File: src/rtl/sdiv_pkg.sv
package sdiv_pkg;

    typedef enum logic [1:0] {
        ST_IDLE = 2'd0,
        ST_RUN  = 2'd1,
        ST_FIX  = 2'd2
    } sdiv_state_e;

endpackage

File: src/rtl/sdiv_screen.sv
module sdiv_screen #(
    parameter int W = 8
) (
    input  logic [W-1:0] dividend,
    input  logic [W-1:0] divisor,
    output logic         div_zero,
    output logic         ovf_case,
    output logic         dvd_neg,
    output logic         flip,
    output logic [W-1:0] a_init
);
    localparam logic [W-1:0] MOST_NEG = {1'b1, {(W-1){1'b0}}};
    localparam logic [W-1:0] ALL_ONES = {W{1'b1}};

    always_comb begin
        div_zero = (divisor == '0);
        ovf_case = (dividend == MOST_NEG) && (divisor == ALL_ONES);
        dvd_neg  = dividend[W-1];
        flip     = dividend[W-1] ^ divisor[W-1];
        a_init   = {W{dividend[W-1]}};
    end

endmodule

File: src/rtl/sdiv_iter.sv
module sdiv_iter #(
    parameter int W = 8
) (
    input  logic [W-1:0] a_cur,
    input  logic [W-1:0] q_cur,
    input  logic [W-1:0] tail_cur,
    input  logic [W-1:0] m_cur,
    input  logic         dvd_neg,
    output logic [W-1:0] a_nxt,
    output logic [W-1:0] q_nxt,
    output logic [W-1:0] tail_nxt
);
    logic [W-1:0] a_sh;
    logic [W-1:0] q_sh;
    logic [W:0]   a_ext;
    logic [W:0]   m_ext;
    logic [W:0]   trial;
    logic         use_sub;
    logic         trial_zero;
    logic         kept;

    always_comb begin
        a_sh     = {a_cur[W-2:0], q_cur[W-1]};
        q_sh     = {q_cur[W-2:0], 1'b0};
        tail_nxt = {tail_cur[W-2:0], 1'b0};
        a_ext    = {a_sh[W-1], a_sh};
        m_ext    = {m_cur[W-1], m_cur};
        // Move toward zero: subtract when divisor and dividend agree in sign.
        use_sub  = (dvd_neg == m_cur[W-1]);
        trial    = use_sub ? (a_ext - m_ext) : (a_ext + m_ext);
        trial_zero = (trial == '0);
        // A zero trial on the negative side is only a true zero when no
        // nonzero dividend bits remain to be shifted in.
        if (dvd_neg) begin
            kept = trial[W] || (trial_zero && (tail_nxt == '0));
        end else begin
            kept = !trial[W];
        end
        a_nxt = kept ? trial[W-1:0] : a_sh;
        q_nxt = {q_sh[W-1:1], kept};
    end

endmodule

File: src/rtl/sdiv_fix.sv
module sdiv_fix #(
    parameter int W = 8
) (
    input  logic [W-1:0] q_raw,
    input  logic [W-1:0] a_raw,
    input  logic         flip,
    output logic [W-1:0] quo,
    output logic [W-1:0] rem
);
    always_comb begin
        quo = flip ? (~q_raw + 1'b1) : q_raw;
        rem = a_raw;
    end

endmodule

File: src/rtl/sdiv_restoring.sv
module sdiv_restoring
    import sdiv_pkg::*;
#(
    parameter int W = 8
) (
    input  logic         clk,
    input  logic         rst,
    input  logic         start_i,
    input  logic [W-1:0] dividend_i,
    input  logic [W-1:0] divisor_i,
    output logic         busy_o,
    output logic         done_o,
    output logic [W-1:0] quotient_o,
    output logic [W-1:0] remainder_o,
    output logic         div_zero_o,
    output logic         ovf_o
);
    localparam int           CW       = $clog2(W + 1);
    localparam logic [CW-1:0] LAST    = CW'(W - 1);
    localparam logic [W-1:0] MOST_NEG = {1'b1, {(W-1){1'b0}}};

    typedef struct packed {
        sdiv_state_e   st;
        logic [CW-1:0] cnt;
        logic [W-1:0]  m;
        logic [W-1:0]  a;
        logic [W-1:0]  q;
        logic [W-1:0]  tail;
        logic          neg_dvd;
        logic          flip;
        logic          done;
        logic          dz;
        logic          ov;
        logic [W-1:0]  quo;
        logic [W-1:0]  rem;
    } sdiv_regs_t;

    sdiv_regs_t r_q;
    sdiv_regs_t r_d;

    logic         scr_dz;
    logic         scr_ov;
    logic         scr_neg;
    logic         scr_flip;
    logic [W-1:0] scr_a;
    logic [W-1:0] it_a;
    logic [W-1:0] it_q;
    logic [W-1:0] it_tail;
    logic [W-1:0] fx_quo;
    logic [W-1:0] fx_rem;

    sdiv_screen #(.W(W)) u_screen (
        .dividend (dividend_i),
        .divisor  (divisor_i),
        .div_zero (scr_dz),
        .ovf_case (scr_ov),
        .dvd_neg  (scr_neg),
        .flip     (scr_flip),
        .a_init   (scr_a)
    );

    sdiv_iter #(.W(W)) u_iter (
        .a_cur    (r_q.a),
        .q_cur    (r_q.q),
        .tail_cur (r_q.tail),
        .m_cur    (r_q.m),
        .dvd_neg  (r_q.neg_dvd),
        .a_nxt    (it_a),
        .q_nxt    (it_q),
        .tail_nxt (it_tail)
    );

    sdiv_fix #(.W(W)) u_fix (
        .q_raw (r_q.q),
        .a_raw (r_q.a),
        .flip  (r_q.flip),
        .quo   (fx_quo),
        .rem   (fx_rem)
    );

    always_comb begin
        r_d      = r_q;
        r_d.done = 1'b0;
        r_d.dz   = 1'b0;
        r_d.ov   = 1'b0;
        unique case (r_q.st)
            ST_IDLE: begin
                if (start_i) begin
                    if (scr_dz) begin
                        r_d.done = 1'b1;
                        r_d.dz   = 1'b1;
                        r_d.quo  = '0;
                        r_d.rem  = '0;
                    end else if (scr_ov) begin
                        r_d.done = 1'b1;
                        r_d.ov   = 1'b1;
                        r_d.quo  = MOST_NEG;
                        r_d.rem  = '0;
                    end else begin
                        r_d.st      = ST_RUN;
                        r_d.cnt     = '0;
                        r_d.m       = divisor_i;
                        r_d.a       = scr_a;
                        r_d.q       = dividend_i;
                        r_d.tail    = dividend_i;
                        r_d.neg_dvd = scr_neg;
                        r_d.flip    = scr_flip;
                    end
                end
            end
            ST_RUN: begin
                r_d.a    = it_a;
                r_d.q    = it_q;
                r_d.tail = it_tail;
                r_d.cnt  = r_q.cnt + 1'b1;
                if (r_q.cnt == LAST) begin
                    r_d.st = ST_FIX;
                end
            end
            ST_FIX: begin
                r_d.quo  = fx_quo;
                r_d.rem  = fx_rem;
                r_d.done = 1'b1;
                r_d.st   = ST_IDLE;
            end
            default: begin
                r_d.st = ST_IDLE;
            end
        endcase
    end

    always_ff @(posedge clk) begin
        if (rst) begin
            r_q <= '0;
        end else begin
            r_q <= r_d;
        end
    end

    assign busy_o      = (r_q.st != ST_IDLE);
    assign done_o      = r_q.done;
    assign quotient_o  = r_q.quo;
    assign remainder_o = r_q.rem;
    assign div_zero_o  = r_q.dz;
    assign ovf_o       = r_q.ov;

endmodule

File: config.mk
export PLATFORM = sky130hd
export DESIGN_NAME = sdiv_restoring
export DESIGN_NICKNAME = d
export VERILOG_FILES = /design/src/rtl/sdiv_pkg.sv /design/src/rtl/sdiv_screen.sv /design/src/rtl/sdiv_iter.sv /design/src/rtl/sdiv_fix.sv /design/src/rtl/sdiv_restoring.sv
export SDC_FILE = /design/constraint.sdc
export NUM_CORES = 1
export LEC_CHECK = 0
export BUFFER_PORTS_ARGS = -buffer_cell sky130_fd_sc_hd__buf_4
export CORE_ASPECT_RATIO = 1.25
export CORE_MARGIN = 4
export CORE_UTILIZATION = 50
export CTS_CLUSTER_DIAMETER = 100
export DETAILED_ROUTE_END_ITERATION = 12
export GPL_TIMING_DRIVEN = 0
export PLACE_DENSITY_LB_ADDON = 0.05
export SLEW_MARGIN = 10
export SYNTH_ARGS = -nofsm -noshare
export SYNTH_HDL_FRONTEND = slang
export SYNTH_SLANG_ARGS = --single-unit
File: constraint.sdc
create_clock -name clk -period 3.75 [get_ports clk]
set_input_delay 0.375 -clock clk [delete_from_list [all_inputs] [get_ports clk]]
set_output_delay 0.375 -clock clk [all_outputs]
set_load 0.01 [all_outputs]
==> results.md <==
* Status: finished clean
* FF+latch area at 1160 um^2
* Die height at 96.8 um
* Final setup vio count at 0
* Post-synth cell types at 54
* Rel. slew slack at 67.2%
* RSZ-0062 raised after global routing: false
* CTS Sinks at 58
* Placed cell count at 488
* Mean post-synth cell area at 8.61 um^2
* Vias at 2856
* Vias in the first global route at 2652
* Net Count, Synth at 397
* FP Rows at 32
* Slew @ Worst Pin at 0.492 ns
* Initial antenna violation count at 0
* Synth warn at 0
* CTS buffer count at 9
* Synthesized area at 3150 um^2
* Crit path max-delay family: compound AO/OA/AOI/OAI gates
* Clk Latency, worst-skew pair at 0.34 ns
* Setup ws final at 0.314 ns
* #FFs+latches synth at 58
* Gpl congestion at 0.891
* GRT overflow at 0
* First-pass DRT Iterations at 5
* Top_reg_cell synth: dfxtp_1
* Largest cells by area after synthesis: dfxtp_1 (37%), nor2_1 (6.0%), xnor2_1 (4.4%), ha_1 (4.4%), a22oi_1 (4.1%)
* Port bufs at 37
* DP Area at 3530 um^2
* Synth Instances at 366
* Synth top area share at 36.9%
* CTS H-tree depth at 3
* Horiz. Die Dim at 79 um
* Vias/cell at 5.67
* Critical path class: flop to flop
* N_diodes at 0
* PD cells at 498 nW/um^2
* Crit share post-route at 91.6%
* Element type at the critical path start: flop
* Share of cells above drive strength 1 at 22.7%
* Initial core utilization at 51.1%
* Post-route DRC at 0
* Area grow syn2layout at 19.7%
* Root buffer cell: clkbuf_8
* Antenna Nets Post-Route at 0
* Drt total wl at 7780 um
* Pleak at 1.50 nW
* Pin count of the biggest net entering global routing at 13
* Overall Global Routing Usage at 21.1%
* CTS tree: yes
* Fmax at 291 MHz
* Clock slew at reported path FFs at 0.07 ns
* Worst Path Arrival at 3.64 ns
* Post-CTS Hold Fix Bufs at 0
* Place WS at 0.00529 ns
* Slowest-stage cell, CP: a2111oi_1
* Commonest cells post-synth: dfxtp_1 (58), nor2_1 (50), nand2_1 (31)
* Area of the multi-input gates at 1710 um^2
* Slew Viols, Final at 0
* Fillers at 594
* HPWL Detailed at 6030 um
* Postcts setup bufs at 0
* Post-route insts no fill at 504
* Core area at 6170 um^2
* Crit-path max cell delay at 0.53 ns
* CP Cell Sequence: inv_1 > ha_1 > mux2_2 > inv_1 > ha_1 > nor2b_1 > o2111a_1 > or4_4 > a2111oi_1 > a311o_2 > o221ai_1
* Max Cap Viol at 0
* Crit-path max FO at 8
* Synth area leader: dfxtp_1
* Fin nets at 445
* Io pins at 39
* Worst path required time at 3.96 ns
* Routed length per instance at 15.4 um
* Peak supply drop at 294 uV
* Setup TNS at 0 ns
* Hold Fails Final Rpt at 0
* Die area at 7640 um^2
* Resized cells post-CTS at 1
* Sum of buffers and inverters on the critical path at 2
* Async S/R FF share, synth at 0%
* Seq/Total Area, Yosys at 36.9%
* Clock Path Buffers at 2
* Clock Skew at 0.0135 ns
* Hold Crit Class: input pin to flop
* DRT iter0 DRCs at 205
* Post-synth EDFFs at 0
* Most frequent cell after synthesis: dfxtp_1
* First-pass GRT wire length at 12700 um
* Design area at 3770 um^2
* Crit path capture type: flop
* Fin crit period at 3.44 ns
-- placed cells by master (no fill, tap or decap), drive strengths merged, types with 6 or more instances in the layout --
master  Yosys  layout
buf        22      59
dfxtp      58      58
nor2       51      51
nand2      31      31
clkbuf     11      20
inv        18      19
a21oi      18      18
a22oi      17      17
xnor2      16      16
o21ai      13      13
ha         11      11
o221ai     10      10
o31ai       7       7
a222oi      7       7
nor4        6       6
o21a        6       6
-- stage by stage --
step,hold WS (ns),power [mW],util [%]
3_5_place_dp,0.488,1.24,57.3
3_3_place_gp,0.487,1.23,57.3
2_1_floorplan,0.457,1.10,-
5_1_grt,0.290,1.98,61.1
4_1_cts,0.295,1.88,61.0
6_report,0.299,1.88,61.1
-- cells by family (layout without fill, tap and decap cells) --
| logic type | Yosys count | count (layout) | share of synthesized area [%] |
|---|---|---|---|
| AND/OR/NAND/NOR | 123 | 123 | 19.0 |
| AO/OA/AOI/OAI | 100 | 100 | 23.5 |
| flip-flops | 58 | 58 | 36.9 |
| buffers and inverters | 51 | 104 | 9.33 |
| XOR/XNOR | 19 | 19 | 5.28 |
| adder cells (fa/ha/maj) | 12 | 12 | 5.00 |
| multiplexers | 3 | 3 | 0.993 |
-- power by group --
group	switching [mW]	internal [mW]	total [mW]
clock network	0.268	0.378	0.646
logic	0.287	0.234	0.521
registers	0.0531	0.659	0.712
total	0.608	1.27	1.88
-- flip-flops by register name, indices dropped and copies added (netlist names) --
| register | count |
|---|---|
| r_q | 39 |
| done_o | 1 |
| div_zero_o | 1 |
| quotient_o | 8 |
| ovf_o | 1 |
| remainder_o | 8 |
-- layer usage --
metal	global-route usage [%]	share of wire (%)	wire (um)	vias up
met5	0	0	0	-
met4	7.01	2.2	173	0
met3	5.40	3.7	286	18
met2	35.3	50	3870	64
met1	26.2	44	3450	1354
li1	-	-	-	1420
-- area by class of cell --
type,instances,area share (%)
timing repair buffer,37,7.37
sequential,58,30.8
clock buffer,9,3.29
inverter,18,1.79
tap,85,2.82
buffer,33,6.01
clock inverter,7,2.69
multi-input combinational,257,45.2
-- worst register-to-register path: cells and delay by family (launching register included) --
kind,cells,cell delay [ns]
compound gates,4,1.32
fa+ha+maj,2,0.51
buf+inv,2,0.15
flops,1,0.41
mux,1,0.29
simple gates,2,0.65
-- final timing paths --
check | to | slack, ns | start | depth (start not counted)
setup / recovery | r_q[44]$_SDFFE_PP0P_ | 0.31 | r_q[45]$_SDFFE_PP0P_ | 11
hold / removal | r_q[23]$_SDFFE_PP0P_ | 0.30 | dividend_i[2] | 3
setup reg to reg | r_q[44]$_SDFFE_PP0P_ | 0.31 | r_q[45]$_SDFFE_PP0P_ | 11
hold reg to reg | r_q[49]$_SDFFE_PP0P_ | 0.50 | r_q[49]$_SDFFE_PP0P_ | 2
No activity file was read; power rests on OpenSTA's default activity.
